--- src/rtl/recal_pkg.sv ---
package recal_pkg;

    typedef enum logic {
        ST_IDLE = 1'b0,
        ST_RUN  = 1'b1
    } seq_state_e;

    // Channel-level transmit status used by the LC-PLL gate
    function automatic logic tx_quiet(input logic active, input logic src_frac,
                                      input logic in_reset);
        return !active || src_frac || in_reset;
    endfunction

endpackage

--- src/rtl/recal_req_map.sv ---
module recal_req_map #(
    parameter int NLC  = 2,
    parameter int NFR  = 2,
    parameter int NCH  = 4,
    localparam int NREQ = NLC + NFR + 2 * NCH
) (
    input  logic             evt_powerup,
    input  logic             refclk_bad,
    input  logic [NLC-1:0]   lc_vco_new,
    input  logic [NFR-1:0]   frac_vco_new,
    input  logic [NFR-1:0]   frac_div_only,
    input  logic [NLC-1:0]   lc_bond,
    input  logic [NFR-1:0]   frac_bond,
    input  logic [NFR-1:0]   frac_cascade,
    input  logic [NCH-1:0]   ch_cdr_txclk,
    input  logic [NCH-1:0]   ch_rate_new,
    output logic [NREQ-1:0]  req_mask
);
    logic [NLC-1:0] lc_m;
    logic [NFR-1:0] fr_m;
    logic [NCH-1:0] ch_m;

    always_comb begin
        if (evt_powerup) begin
            lc_m = lc_bond | {NLC{refclk_bad}};
            fr_m = frac_bond | frac_cascade | {NFR{refclk_bad}};
            ch_m = {NCH{refclk_bad}};
        end else begin
            lc_m = lc_vco_new;
            fr_m = frac_vco_new & ~frac_div_only;
            ch_m = ch_cdr_txclk | ch_rate_new;
        end
    end

    // layout: TX channels | RX channels | fractional PLLs | LC PLLs
    assign req_mask = {ch_m, ch_m, fr_m, lc_m};

endmodule

--- src/rtl/recal_pick.sv ---
module recal_pick #(
    parameter int N = 12
) (
    input  logic [N-1:0] req,
    output logic [N-1:0] grant
);
    logic [N:0] taken;

    assign taken[0] = 1'b0;

    for (genvar i = 0; i < N; i++) begin : g_chain
        assign grant[i]   = req[i] & ~taken[i];
        assign taken[i+1] = taken[i] | req[i];
    end

endmodule

--- src/rtl/recal_timer.sv ---
module recal_timer #(
    parameter int TMO_W = 8
) (
    input  logic             clk,
    input  logic             rst,
    input  logic             load,
    input  logic             run,
    input  logic             done,
    input  logic [TMO_W-1:0] limit,
    output logic             expire
);
    logic [TMO_W-1:0] cnt_q;
    logic [TMO_W-1:0] cnt_inc;

    assign cnt_inc = cnt_q + TMO_W'(1);
    assign expire  = run && !done && (cnt_inc == limit);

    always_ff @(posedge clk) begin
        if (rst || load) begin
            cnt_q <= '0;
        end else if (run) begin
            cnt_q <= cnt_inc;
        end
    end

endmodule

--- src/rtl/xcvr_recal_seq.sv ---
module xcvr_recal_seq
    import recal_pkg::*;
#(
    parameter int NLC   = 2,
    parameter int NFR   = 2,
    parameter int NCH   = 4,
    parameter int TMO_W = 8,
    localparam int NREQ = NLC + NFR + 2 * NCH
) (
    input  logic             clk,
    input  logic             rst,
    input  logic             evt_valid,
    input  logic             evt_powerup,
    input  logic             refclk_bad,
    input  logic [NLC-1:0]   lc_vco_new,
    input  logic [NFR-1:0]   frac_vco_new,
    input  logic [NFR-1:0]   frac_div_only,
    input  logic [NLC-1:0]   lc_bond,
    input  logic [NFR-1:0]   frac_bond,
    input  logic [NFR-1:0]   frac_cascade,
    input  logic [NCH-1:0]   ch_cdr_txclk,
    input  logic [NCH-1:0]   ch_rate_new,
    input  logic [NCH-1:0]   tx_active,
    input  logic [NCH-1:0]   tx_src_frac,
    input  logic [NCH-1:0]   tx_in_reset,
    input  logic [NREQ-1:0]  cal_done,
    input  logic [TMO_W-1:0] tmo_limit,
    output logic [NREQ-1:0]  cal_start,
    output logic             busy,
    output logic             all_done,
    output logic             tmo_err
);
    localparam logic [NREQ-1:0] LC_MASK = NREQ'((1 << NLC) - 1);

    seq_state_e      state_q;
    logic [NREQ-1:0] pend_q;
    logic [NREQ-1:0] cur_q;
    logic [NREQ-1:0] start_q;
    logic            tmo_q;
    logic            busy_q;

    logic [NREQ-1:0] new_req;
    logic [NREQ-1:0] elig;
    logic [NREQ-1:0] grant;
    logic [NCH-1:0]  ch_quiet;
    logic            lc_ok;
    logic            launch;
    logic            fin;
    logic            expire;

    recal_req_map #(.NLC(NLC), .NFR(NFR), .NCH(NCH)) u_map (
        .evt_powerup  (evt_powerup),
        .refclk_bad   (refclk_bad),
        .lc_vco_new   (lc_vco_new),
        .frac_vco_new (frac_vco_new),
        .frac_div_only(frac_div_only),
        .lc_bond      (lc_bond),
        .frac_bond    (frac_bond),
        .frac_cascade (frac_cascade),
        .ch_cdr_txclk (ch_cdr_txclk),
        .ch_rate_new  (ch_rate_new),
        .req_mask     (new_req)
    );

    for (genvar k = 0; k < NCH; k++) begin : g_quiet
        assign ch_quiet[k] = tx_quiet(tx_active[k], tx_src_frac[k], tx_in_reset[k]);
    end

    assign lc_ok = &ch_quiet;
    assign elig  = pend_q & (lc_ok ? '1 : ~LC_MASK);

    recal_pick #(.N(NREQ)) u_pick (
        .req  (elig),
        .grant(grant)
    );

    assign launch = (state_q == ST_IDLE) && (|grant);
    assign fin    = (state_q == ST_RUN) && (|(cal_done & cur_q));

    recal_timer #(.TMO_W(TMO_W)) u_tmr (
        .clk   (clk),
        .rst   (rst),
        .load  (launch),
        .run   (state_q == ST_RUN),
        .done  (fin),
        .limit (tmo_limit),
        .expire(expire)
    );

    always_ff @(posedge clk) begin
        if (rst) begin
            state_q <= ST_IDLE;
            pend_q  <= '0;
            cur_q   <= '0;
            start_q <= '0;
            tmo_q   <= 1'b0;
            busy_q  <= 1'b0;
        end else begin
            start_q <= '0;
            tmo_q   <= 1'b0;
            busy_q  <= busy;
            pend_q  <= (pend_q & ~(launch ? grant : '0))
                       | (evt_valid ? new_req : '0);
            if (launch) begin
                start_q <= grant;
                cur_q   <= grant;
                state_q <= ST_RUN;
            end else if (fin) begin
                cur_q   <= '0;
                state_q <= ST_IDLE;
            end else if (expire) begin
                cur_q   <= '0;
                tmo_q   <= 1'b1;
                state_q <= ST_IDLE;
            end
        end
    end

    assign cal_start = start_q;
    assign tmo_err   = tmo_q;
    assign busy      = (state_q == ST_RUN) || (|pend_q);
    assign all_done  = busy_q && !busy;

    a_r7_start_onehot: assert property (@(posedge clk) disable iff (rst)
        $onehot0(cal_start));

    a_r7_start_pulse: assert property (@(posedge clk) disable iff (rst)
        (|cal_start) |=> (cal_start == '0));

    a_r7_serial: assert property (@(posedge clk) disable iff (rst)
        (state_q == ST_RUN) && $past(state_q == ST_RUN) |-> (cal_start == '0));

    a_r6_lc_gate: assert property (@(posedge clk) disable iff (rst)
        (|(cal_start & LC_MASK)) |-> $past(&(~tx_active | tx_src_frac | tx_in_reset)));

    a_r9_busy_on_start: assert property (@(posedge clk) disable iff (rst)
        (|cal_start) |-> busy);

    a_r9_done_pulse: assert property (@(posedge clk) disable iff (rst)
        all_done |-> (!busy && $past(busy)));

    a_r10_tmo_from_run: assert property (@(posedge clk) disable iff (rst)
        tmo_err |-> $past(state_q == ST_RUN));

endmodule

--- config.mk ---
export PLATFORM = sky130hd
export DESIGN_NAME = xcvr_recal_seq
export DESIGN_NICKNAME = d
export VERILOG_FILES = /design/src/rtl/recal_pkg.sv /design/src/rtl/recal_req_map.sv /design/src/rtl/recal_pick.sv /design/src/rtl/recal_timer.sv /design/src/rtl/xcvr_recal_seq.sv
export SDC_FILE = /design/constraint.sdc
export NUM_CORES = 1
export LEC_CHECK = 0
export ABC_AREA = 1
export CAP_MARGIN = 20
export CORE_MARGIN = 5
export CORE_UTILIZATION = 65
export CTS_CLUSTER_SIZE = 10
export DETAILED_ROUTE_END_ITERATION = 8
export DONT_BUFFER_PORTS = 1
export HOLD_SLACK_MARGIN = 0.12
export PLACE_DENSITY = 0.81
export SYNTH_ARGS = -nofsm -noshare
export SYNTH_HDL_FRONTEND = slang
export SYNTH_SLANG_ARGS = --single-unit
--- constraint.sdc ---
create_clock -name clk -period 3 [get_ports clk]
set_input_delay 0.45 -clock clk [delete_from_list [all_inputs] [get_ports clk]]
set_output_delay 0.45 -clock clk [all_outputs]
set_load 0.1 [all_outputs]
==> results.txt, run 1 <==
----------------------------------------------------
[Floorplanning]
  Die H ... between 60 and 70 microns
  Initial cell density of the core ... 67.2%
  Area of the core region ... 3340 sq um
  Top Ports ... 72
  # rows ... 21
  Horizontal die dimension ... between 60 and 70 microns
  Die ar. ... roughly 4700 sq um

[Logic synthesis]
  Yosys warns ... 0
  Synth top area cells ... sky130_fd_sc_hd__dfxtp_1, sky130_fd_sc_hd__nand2_1, sky130_fd_sc_hd__nor2_1, sky130_fd_sc_hd__inv_1, sky130_fd_sc_hd__nand3_1
  Library cell with the highest instance count after synthesis ... sky130_fd_sc_hd__nand2_1
  Synth Cell Area ... ~2200 sq um
  Fraction of the yosys area taken by sequential cells ... about two fifths
  Gate count of the mapped netlist ... 316
  Number of storage elements in the synthesis netlist ... 47
  Ranking of synthesized cells by instance count ... sky130_fd_sc_hd__nand2_1, sky130_fd_sc_hd__dfxtp_1, sky130_fd_sc_hd__nor2_1, sky130_fd_sc_hd__inv_1, sky130_fd_sc_hd__nand3_1
  FFs w/ async S/R, synth ... 0%
  Post-synth EDFFs ... 0
  Cell type with the largest total area after synthesis ... sky130_fd_sc_hd__dfxtp_1
  Proportion of netlist area held by the largest area contributor ... a little over two fifths
  Number of different library cells in the post-synthesis netlist ... 32
  Top flip-flop cell by instance count after synthesis ... sky130_fd_sc_hd__dfxtp_1
  Avg Synthesized Cell Area ... between 7 and 8 sq um
  Syn Nets ... roughly 370

[Timing]
  Final setup violating endpoints ... 0
  RSZ-0062 raised after global routing ... false
  Tmin final ... between 2 and 3 ns
  Sum of negative setup slack ... 0 ns
  Final worst-path cycle share ... 85.2%
  Relative max-transition margin ... 36.5%
  Slew at the pin with the worst max-slew slack ... around 0.95 ns
  Peak clock frequency supported by timing ... between 0.3 and 0.4 GHz
  Worst Skew ... approximately 0.0093 ns
  Pins over their slew limit ... 0
  Hold Slack ... between 0.1 and 0.15 ns
  Final hold vios ... 0

[Critical path]
  FF-to-FF End ... cur_q[10]
  Crit Path Class ... register to output port
  Critical path startpoint category ... register
  Flop-to-flop setup slack ... 0.92 ns
  Critical path arrival ... 2.10 ns
  CP max stage cell ... sky130_fd_sc_hd__dfxtp_1
  Cells along the critical path ... nor2_1 > nand2_1 > nor4_1 > inv_1 > nor2_2 > buf_4
  Endpoint type of the worst setup path ... output port
  Worst endpoint required time ... between 2 and 3 ns
  Worst-path fanout max ... 16
  Worst R2R Start ... u_tmr.cnt_q[0]
  Worst setup startpoint ... state_q
  Cells on worst reg2reg path ... 15
  Delay of the slowest critical-path stage ... between 0.5 and 0.6 ns

[Detailed routing]
  Via-per-instance ratio ... between 5 and 6
  Antenna viol nets, final ... 0
  Routed vias ... between 2,000 and 2,500
  Detailed-routing iteration count for the pre-antenna-repair pass ... 4
  Mean routed wirelength per cell ... around 13 microns
  Detailed-route wire length ... roughly 4.8 mm
  Initial DRC count ... approximately 150
  DR DRC count ... 0

[Clock tree]
  Post-CTS Hold Buffers ... 0
  Clk slew on worst S/H paths ... 0.13 ns
  Post-CTS sizing ... 0
  Clock network latency to the later pin of the worst-skew pair ... approximately 0.36 ns
  Clk sinks ... 47
  Clock tree from TritonCTS ... yes
  Number of buffers inserted to repair setup after CTS ... 0
  Buffer depth of the longest clock path ... 2
  Root Buffer ... sky130_fd_sc_hd__clkbuf_4
  Clock H-tree levels ... 2
  CTS Buf Count ... 5

[Hold path]
  Source of the worst hold timing path ... rst
  Worst hold path cell count ... 1
  Type of the worst min-delay path ... input pin to register
  Hold path endpoint ... pend_q[5]

[Global route]
  Via count of the first global-routing pass ... 1,882
  Maximum number of pins on one net before global-route repair ... 33
  Overall routing resource usage ... 22.3%
  Grt ovf ... 0
  First-pass GRT wire length ... about 8.0 mm
  Antenna violations before repair ... 0

[Layout]
  Fraction of final layout cells sized beyond drive strength 1 ... under 10%
  Finished Cell Area ... approximately 2300 sq um
  Layout overhead on the synthesized area ... 4.63%
  Final antenna diode count ... 0
  Fill count ... a little over 300
  Net count, final ... approximately 380
  Core utilization of the finished layout ... 70.3%

[Pwr]
  Share of total power in sequential cells ... about three fifths
  Clock network fraction of total power ... between 20% and 30%
  Largest voltage drop on the vdd net ... between 0.0003 and 0.0004 V
  Share of power burned in combinational logic ... 16.6%
  Areal power density over the cells ... around 520 nW/um^2
  Switching Fraction ... roughly a third
  Sw power ... 0.400 mW
  Power Internal ... between 0.8 and 0.9 mW
  Leakage power ... approximately 1 nW

[Placed design]
  Area of placed instances ... about 2300 sq um
  Hpwl dp ... 3.70 mm
  Routability cong. ... 0.787
  Number of buffer cells added on primary ports ... 0

[Job]
  # Max-Cap Violations ... 0

[Outcome]
  Status ... finished clean

----------------------------------------------------
-- through the flow --
step,setup slack (ns),std cells,power [mW]
floorplan,0.198,316,0.904
finish,0.445,364,1.22
detailed placement,0.831,355,0.933
CTS,0.402,362,1.21
global route,0.196,364,1.28
global placement,0.850,355,0.928
-- power groups by stage --
stage                     clock, mW  sequential [mW]  combinational [mW]
after floorplan                   0            0.724               0.179
after global placement            0            0.740               0.188
after detailed placement          0            0.741               0.193
after CTS                     0.293            0.727               0.194
after global routing          0.321            0.733               0.230
final                         0.287            0.727               0.201
-- flip-flops by register name, indices dropped and copies added, names as in the netlist --
| signal | flops |
|---|---|
| cur_q | 12 |
| tmo_err | 1 |
| busy_q | 1 |
| pend_q | 12 |
| u_tmr.cnt_q | 8 |
| state_q | 1 |
| cal_start | 12 |
-- cell families (layout without fill, tap and decap cells) --
| logic type | Yosys count | after routing | share of synthesized area (%) |
|---|---|---|---|
| flops | 47 | 47 | 42.0 |
| compound gates | 47 | 47 | 12.7 |
| fa+ha+maj | 1 | 1 | 0.558 |
| xor+xnor | 2 | 2 | 1.12 |
| buf+inv | 49 | 51 | 8.60 |
| simple gates | 170 | 170 | 35.1 |
-- area by class of cell --
cell class,count,area [sq um],area share (%)
clock buffers,5,37.5,1.60
clock inverters,2,13.8,0.587
inverters,40,150,6.40
multi-input cells,220,1110,47.3
flip-flops and latches,47,941,40.1
well taps,46,57.6,2.45
repair buffers,4,35.0,1.49
-- worst max-delay path, delay by kind of cell (launching register included) --
kind | cells | cell delay (ns)
flip-flops | 1 | 0.51
buffers and inverters | 2 | 0.41
AND/OR/NAND/NOR | 4 | 0.81
-- routing by layer --
metal,share of wire (%),track usage [%],vias to the layer above,routed length [microns]
met5,0,0,-,0
li1,-,-,1033,-
met2,50,38.6,83,2420
met3,9.2,6.48,4,444
met4,0.83,6.08,0,40
met1,40,26.8,917,1920
-- worst max-delay path by stage --
stage | to
floorplan | all_done
global placement | all_done
detailed placement | all_done
CTS | all_done
global route | all_done
finish | all_done
-- layout by cell type (no fill, tap or decap) --
master	count
sky130_fd_sc_hd__a211oi_1	7
sky130_fd_sc_hd__a21oi_1	21
sky130_fd_sc_hd__buf_4	2
sky130_fd_sc_hd__clkbuf_4	5
sky130_fd_sc_hd__clkinv_1	1
sky130_fd_sc_hd__clkinv_2	1
sky130_fd_sc_hd__clkinv_4	1
sky130_fd_sc_hd__dfxtp_1	47
sky130_fd_sc_hd__dlygate4sd3_1	2
sky130_fd_sc_hd__ha_1	1
sky130_fd_sc_hd__inv_1	39
sky130_fd_sc_hd__nand2_1	70
sky130_fd_sc_hd__nand2_2	4
sky130_fd_sc_hd__nand2_4	2
sky130_fd_sc_hd__nand3_1	26
sky130_fd_sc_hd__nand3_2	2
sky130_fd_sc_hd__nand3b_1	5
sky130_fd_sc_hd__nand4_1	7
sky130_fd_sc_hd__nand4_2	1
sky130_fd_sc_hd__nor2_1	41
sky130_fd_sc_hd__nor2_2	3
sky130_fd_sc_hd__nor2_4	2
sky130_fd_sc_hd__nor3_1	4
sky130_fd_sc_hd__nor4_1	1
sky130_fd_sc_hd__o21ai_0	7
sky130_fd_sc_hd__o21ai_1	2
sky130_fd_sc_hd__o21ai_2	1
sky130_fd_sc_hd__o21bai_1	1
sky130_fd_sc_hd__o221ai_1	2
sky130_fd_sc_hd__o311ai_0	2
sky130_fd_sc_hd__o31ai_1	4
sky130_fd_sc_hd__or2_2	2
sky130_fd_sc_hd__xnor2_1	1
sky130_fd_sc_hd__xor2_2	1
Power figures use the tool's default switching activity.
==> run 2, diff against run 1 <==
Settings changed: CORE_MARGIN 5 to 2, SYNTH_HIERARCHICAL set to 1.
==> results.txt, run 2 <==
----------------------------------------------------
[Placed design]
  Number of buffer cells added on primary ports ... 0 (unchanged)
  Routability cong. ... 0.897 (+14%)
  Hpwl dp ... 4.04 mm (+9.0%)
  Pre-CTS setup slack ... 0.140 ns (-0.691 ns)

[Floorplanning]
  Die ar. ... 4450 sq um (-5.8%)
  # rows ... 22 (+4.8%)
  Die H ... 66.7 microns (-2.9%)
  Top Ports ... 72 (unchanged)
  Initial cell density of the core ... 68.8% (+1.6 points)
  Area of the core region ... 3720 sq um (+11%)
  Horizontal die dimension ... 66.7 microns (-2.9%)

[Layout]
  Net count, final ... 433 (+15%)
  Final antenna diode count ... 0 (unchanged)
  Sequential cell area in the final layout ... 941 sq um (unchanged)
  Combined area of the multi-input logic cells ... 1300 sq um (+17%)
  Fraction of final layout cells sized beyond drive strength 1 ... 13.8% (+5.3 points)
  Most used cells in the layout excluding fill and tap cells ... sky130_fd_sc_hd__nand2_1, sky130_fd_sc_hd__inv_1, sky130_fd_sc_hd__dfxtp_1
  Fill count ... 330 (+8.9%)
  Most frequent standard cell in the layout excluding fill and tap cells ... sky130_fd_sc_hd__nand2_1
  Layout overhead on the synthesized area ... 4.94%

[Timing]
  Slew at the pin with the worst max-slew slack ... 0.955 ns (+0.00406 ns)
  Worst Skew ... 0.00835 ns (-0.000904 ns)
  Hold Slack ... 0.206 ns (+0.0663 ns)
  RSZ-0062 raised after global routing ... false
  Pins over their slew limit ... 0 (unchanged)
  Final worst-path cycle share ... 86.7% (+1.5 points)
  Final hold vios ... 0 (unchanged)
  Peak clock frequency supported by timing ... 0.385 GHz (-1.8%)
  Relative max-transition margin ... 36.2% (-0.27 points)
  Sum of negative setup slack ... 0 ns (unchanged)
  Final setup violating endpoints ... 0 (unchanged)
  Final Worst Setup Slack ... 0.400 ns (-0.0455 ns)
  Tmin final ... 2.60 ns (+0.0455 ns)

[Detailed routing]
  Wire length on met3 ... 276 microns (-38%)
  Routed vias ... 2,296 (+13%)
  Mean routed wirelength per cell ... 12.2 microns (-7.8%)
  Total met2 wirelength after detailed routing ... 2.63 mm (+8.5%)
  Detailed-route wire length ... 5.18 mm (+7.4%)
  DR DRC count ... 0 (unchanged)
  DR top layer ... met4
  Initial DRC count ... 146 (-1.4%)
  Via-per-instance ratio ... 5.42 (-3.2%)
  Antenna viol nets, final ... 0 (unchanged)
  Detailed-routing iteration count for the pre-antenna-repair pass ... 4 (unchanged)
  Detailed-route wire length on metal 1 ... 2.27 mm (+18%)

[Critical path]
  Worst endpoint required time ... 3.23 ns (+0.68 ns)
  Flop-to-flop setup slack ... 0.53 ns (-0.39 ns)
  Critical path arrival ... 2.84 ns (+0.74 ns)
  Endpoint type of the worst setup path ... register
  Worst-path fanout max ... 16 (unchanged)
  Critical path startpoint category ... input pin
  Crit Path Class ... input pin to register

[Clock tree]
  Clock H-tree levels ... 2 (unchanged)
  Post-CTS Hold Buffers ... 0 (unchanged)
  Clock tree from TritonCTS ... yes
  Root Buffer ... sky130_fd_sc_hd__clkbuf_8
  Post-CTS sizing ... 0 (unchanged)
  Buffer depth of the longest clock path ... 2 (unchanged)
  Number of buffers inserted to repair setup after CTS ... 0 (unchanged)
  CTS Buf Count ... 5 (unchanged)
  Clock network latency to the later pin of the worst-skew pair ... 0.30 ns (-0.06 ns)
  Clk slew on worst S/H paths ... 0.09 ns (-0.04 ns)
  Clk sinks ... 47 (unchanged)

[Pwr]
  Largest voltage drop on the vdd net ... 0.000346 V (+12%)
  Leakage power ... 1.27 nW (+24%)
  Areal power density over the cells ... 571 nW/um^2 (+10%)
  Power after layout ... 1.53 mW (+26%)

[Global route]
  Antenna violations before repair ... 0 (unchanged)
  Grt ovf ... 0 (unchanged)
  Via count of the first global-routing pass ... 2,022 (+7.4%)
  First-pass GRT wire length ... 8.58 mm (+7.0%)
  Overall routing resource usage ... 25.1% (+2.8 points)
  Maximum number of pins on one net before global-route repair ... 27 (-18%)

[Logic synthesis]
  FFs w/ async S/R, synth ... 0% (unchanged)
  Fraction of the yosys area taken by sequential cells ... 36.8% (-5.2 points)
  Number of different library cells in the post-synthesis netlist ... 35 (+9.4%)
  Gate count of the mapped netlist ... 376 (+19%)
  Yosys warns ... 6 (+6)
  Proportion of netlist area held by the largest area contributor ... 36.8% (-5.2 points)
  Avg Synthesized Cell Area ... 6.80 sq um (-4.1%)
  Cell type with the largest total area after synthesis ... sky130_fd_sc_hd__dfxtp_1
  Library cell with the highest instance count after synthesis ... sky130_fd_sc_hd__nand2_1
  Post-synth EDFFs ... 0 (unchanged)
  Ranking of synthesized cells by instance count ... sky130_fd_sc_hd__nand2_1, sky130_fd_sc_hd__inv_1, sky130_fd_sc_hd__dfxtp_1, sky130_fd_sc_hd__nand3_1, sky130_fd_sc_hd__nor2_1
  Synth top area cells ... sky130_fd_sc_hd__dfxtp_1, sky130_fd_sc_hd__nand2_1, sky130_fd_sc_hd__inv_1, sky130_fd_sc_hd__nand3_1, sky130_fd_sc_hd__nor2_1
  Syn Nets ... 434 (+16%)
  Number of storage elements in the synthesis netlist ... 47 (unchanged)
  Top flip-flop cell by instance count after synthesis ... sky130_fd_sc_hd__dfxtp_1
  Synth Cell Area ... 2560 sq um (+14%)

[Hold path]
  Type of the worst min-delay path ... input pin to register

[Job]
  # Max-Cap Violations ... 0 (unchanged)

[Outcome]
  Status ... finished clean

----------------------------------------------------
[run 2: logic make-up after synthesis]
logic type | synth area share (%)
AO/OA/AOI/OAI | 11.7
XOR/XNOR | 0.685
AND/OR/NAND/NOR | 37.8
flip-flops | 36.8
adder cells (fa/ha/maj) | 0.489
buffers and inverters | 12.5
[run 2: final timing paths]
kind / from / to / cells after the start
hold / removal: rst / pend_q[0] / 1
setup / recovery: tx_src_frac[1] / cur_q[10] / 15
hold reg to reg: pend_q[8] / pend_q[8] / 2
setup reg to reg: pend_q[0] / u_tmr/cnt_q[4] / 16
[run 2: final cells by class]
cell class	instances	area share (%)
multi-input combinational	255	48.6
inverter	61	8.54
timing repair buffer	5	1.87
sequential	47	35.1
tap	48	2.24
clock buffer	6	3.08
clock inverter	2	0.606
[run 2: per-stage QoR]
step                area (sq um)  cells  util (%)
floorplan                   2560    376         -
global placement            2580    416      69.5
detailed placement          2580    416      69.5
CTS                         2680    424      72.2
global route                2680    424      72.2
finish                      2680    424      72.2
[run 2: critical path, stage by stage]
cell                      delay [ns]
sky130_fd_sc_hd__or3b_2         0.45
sky130_fd_sc_hd__nand4_1        0.14
sky130_fd_sc_hd__nor2_1         0.13
sky130_fd_sc_hd__nor2_2         0.14
sky130_fd_sc_hd__nand4_2        0.14
sky130_fd_sc_hd__nor3_4         0.18
sky130_fd_sc_hd__inv_1          0.10
sky130_fd_sc_hd__nor3_2         0.21
sky130_fd_sc_hd__nor2_1         0.08
sky130_fd_sc_hd__nand2_1        0.10
sky130_fd_sc_hd__nor2_2         0.06
sky130_fd_sc_hd__a21oi_2        0.16
sky130_fd_sc_hd__buf_4          0.23
sky130_fd_sc_hd__nand3_1        0.17
sky130_fd_sc_hd__o21ai_2        0.10
[run 2: routing by layer]
metal / up-vias / global-route usage, %
met4: 0 / 4.59
li1: 1185 / -
met3: 2 / 6.42
met1: 1055 / 30.9
met5: - / 0
met2: 54 / 44.3
[run 2: report_power, final]
part | internal (mW) | switching [mW]
clock | 0.188 | 0.208
combinational | 0.124 | 0.248
sequential | 0.671 | 0.0907
total | 0.983 | 0.547
==> run 3, diff against run 2 <==
Settings changed: RECOVER_POWER set to 50.
==> results.txt, run 3 (synthesis results as in run 2) <==
----------------------------------------------------
[Layout]
  Final antenna diode count ... 0 (unchanged)
  Most frequent standard cell in the layout excluding fill and tap cells ... sky130_fd_sc_hd__nand2_1
  Most used cells in the layout excluding fill and tap cells ... sky130_fd_sc_hd__nand2_1, sky130_fd_sc_hd__inv_1, sky130_fd_sc_hd__dfxtp_1
  Fraction of final layout cells sized beyond drive strength 1 ... 13.0% (-0.80 points)
  Fill count ... 338 (+2.4%)
  Number of cells in the finished layout apart from fillers ... 424 (unchanged)
  Net count, final ... 433 (unchanged)
  Layout overhead on the synthesized area ... 3.38%

[Detailed routing]
  Mean routed wirelength per cell ... 12.3 microns (+0.23%)
  DR DRC count ... 0 (unchanged)
  Detailed-route wire length ... 5.20 mm (+0.23%)
  Routed vias ... 2,295 (-0.044%)
  Detailed-routing iteration count for the pre-antenna-repair pass ... 4 (unchanged)
  Via-per-instance ratio ... 5.41 (about the same)
  Initial DRC count ... 146 (unchanged)
  Antenna viol nets, final ... 0 (unchanged)

[Critical path]
  Endpoint type of the worst setup path ... register
  Worst-path fanout max ... 16 (unchanged)
  Crit Path Class ... input pin to register
  Cells along the critical path ... or3b_2 > nand4_1 > nor2_1 > nor2_2 > nand4_1 > nor3_4 > inv_1 > nor3_2 > nor2_1 > nand2_1 > nor2_2 > a21oi_2 > buf_4 > nand3_1 > o21ai_2
  CP max stage cell ... sky130_fd_sc_hd__or3b_2
  Delay of the slowest critical-path stage ... 0.45 ns (about the same)
  Critical path arrival ... 2.89 ns (+0.05 ns)
  Critical path startpoint category ... input pin
  Worst endpoint required time ... 3.23 ns (about the same)

[Clock tree]
  Buffer depth of the longest clock path ... 2 (unchanged)
  Clock H-tree levels ... 2 (unchanged)
  Root Buffer ... sky130_fd_sc_hd__clkbuf_8
  Post-CTS sizing ... 0 (unchanged)
  Post-CTS Hold Buffers ... 0 (unchanged)
  Clk sinks ... 47 (unchanged)
  Clk slew on worst S/H paths ... 0.09 ns (about the same)
  Clock tree from TritonCTS ... yes
  Clock network latency to the later pin of the worst-skew pair ... 0.30 ns (about the same)
  Number of buffers inserted to repair setup after CTS ... 0 (unchanged)
  CTS Buf Count ... 5 (unchanged)

[Timing]
  Tmin final ... 2.65 ns (+0.0532 ns)
  Hold Slack ... 0.205 ns (-0.000853 ns)
  Pins over their slew limit ... 0 (unchanged)
  Final worst-path cycle share ... 88.5% (+1.8 points)
  Final hold vios ... 0 (unchanged)
  Worst Skew ... 0.00823 ns (-0.000118 ns)
  Relative max-transition margin ... 36.3% (+0.051 points)
  Final setup violating endpoints ... 0 (unchanged)
  Sum of negative setup slack ... 0 ns (unchanged)
  Slew at the pin with the worst max-slew slack ... 0.955 ns (-0.000769 ns)
  RSZ-0062 raised after global routing ... false
  Peak clock frequency supported by timing ... 0.377 GHz (-2.0%)

[Floorplanning]
  Die H ... 66.7 microns (unchanged)
  # rows ... 22 (unchanged)
  Top Ports ... 72 (unchanged)
  Initial cell density of the core ... 68.8% (unchanged)
  Horizontal die dimension ... 66.7 microns (unchanged)
  Area of the core region ... 3720 sq um (unchanged)
  Die ar. ... 4450 sq um (unchanged)

[Placed design]
  Number of placed instances with taps included ... 416 (unchanged)
  Hpwl dp ... 4.04 mm (unchanged)
  Routability cong. ... 0.897 (unchanged)
  Number of buffer cells added on primary ports ... 0 (unchanged)

[Pwr]
  Sw power ... 0.540 mW (-1.4%)
  Share of total power in sequential cells ... 50.3% (+0.5 points)
  Power Internal ... 0.975 mW (-0.90%)
  Largest voltage drop on the vdd net ... 0.000346 V (+0.15%)
  Areal power density over the cells ... 573 nW/um^2 (+0.42%)
  Power after layout ... 1.51 mW (-1.1%)
  Leakage power ... 1.26 nW (-0.83%)
  Share of power burned in combinational logic ... 23.4% (-0.9 points)
  Clock network fraction of total power ... 26.3% (+0.4 points)
  Switching Fraction ... 35.6% (-0.12 points)

[Hold path]
  Type of the worst min-delay path ... input pin to register

[Outcome]
  Status ... finished clean

[Job]
  # Max-Cap Violations ... 0 (unchanged)

[Global route]
  Antenna violations before repair ... 0 (unchanged)
  First-pass GRT wire length ... 8.58 mm (unchanged)
  Overall routing resource usage ... 25.1% (unchanged)
  Via count of the first global-routing pass ... 2,022 (unchanged)
  Maximum number of pins on one net before global-route repair ... 27 (unchanged)
  Grt ovf ... 0 (unchanged)

----------------------------------------------------
-- run 3: cell count changes in the layout (fill, tap and decap cells not counted) --
cell	delta
sky130_fd_sc_hd__buf_12	-1
sky130_fd_sc_hd__o21ai_0	+1
sky130_fd_sc_hd__nand3_4	-1
sky130_fd_sc_hd__nand4_1	+1
sky130_fd_sc_hd__o21ai_2	-1
sky130_fd_sc_hd__nand2_4	-1
sky130_fd_sc_hd__nand2_1	+1
sky130_fd_sc_hd__clkbuf_2	+1
sky130_fd_sc_hd__nand3_2	+1
sky130_fd_sc_hd__nand4_2	-1
-- run 3: power groups by stage --
stage          clock network (mW)  logic (mW)  registers, mW
2_1_floorplan                   0       0.340          0.756
3_3_place_gp                    0       0.362          0.774
3_5_place_dp                    0       0.368          0.775
4_1_cts                     0.409       0.372          0.761
5_1_grt                     0.433       0.405          0.769
6_report                    0.398       0.354          0.762
-- run 3: cell type report --
cell class / count / area (sq um) / area share [%]
Clock buffer: 6 / 82.6 / 3.13
Multi-Input combinational cell: 255 / 1280 / 48.4
Inverter: 61 / 229 / 8.66
Clock inverter: 2 / 16.3 / 0.616
Timing Repair Buffer: 5 / 35.0 / 1.33
Sequential cell: 47 / 941 / 35.6
Tap cell: 48 / 60.1 / 2.27
-- run 3: worst paths after layout --
| check | slack (ns) | cells past startpoint | startpoint | end |
|---|---|---|---|---|
| max reg2reg | 0.48 | 14 | pend_q[0] | u_tmr/cnt_q[1] |
| min reg2reg | 0.48 | 2 | pend_q[8] | pend_q[8] |
| max | 0.35 | 15 | tx_src_frac[1] | cur_q[10] |
| min | 0.21 | 1 | rst | pend_q[0] |
-- run 3: stage by stage --
step / utilization, % / worst slack (ns) / area (sq um)
6_report: 71.1 / 0.346 / 2640
5_1_grt: 71.1 / 0.0660 / 2640
3_3_place_gp: 69.5 / 0.199 / 2580
4_1_cts: 72.2 / 0.408 / 2680
2_1_floorplan: - / 0.00359 / 2560
3_5_place_dp: 69.5 / 0.140 / 2580
-- run 3: worst max-delay path, delay by kind of cell --
family / cells / cell delay [ns]
AOI/OAI and AO/OA: 2 / 0.26
and+or+nand+nor: 11 / 1.83
buffers and inverters: 2 / 0.33
-- run 3: metal layers --
| metal | vias up | track usage [%] | share of wire (%) |
|---|---|---|---|
| li1 | 1188 | - | - |
| met1 | 1048 | 30.9 | 44 |
| met2 | 57 | 44.3 | 50 |
| met3 | 2 | 6.42 | 5.5 |
| met4 | 0 | 4.59 | 0.19 |
| met5 | - | 0 | 0 |
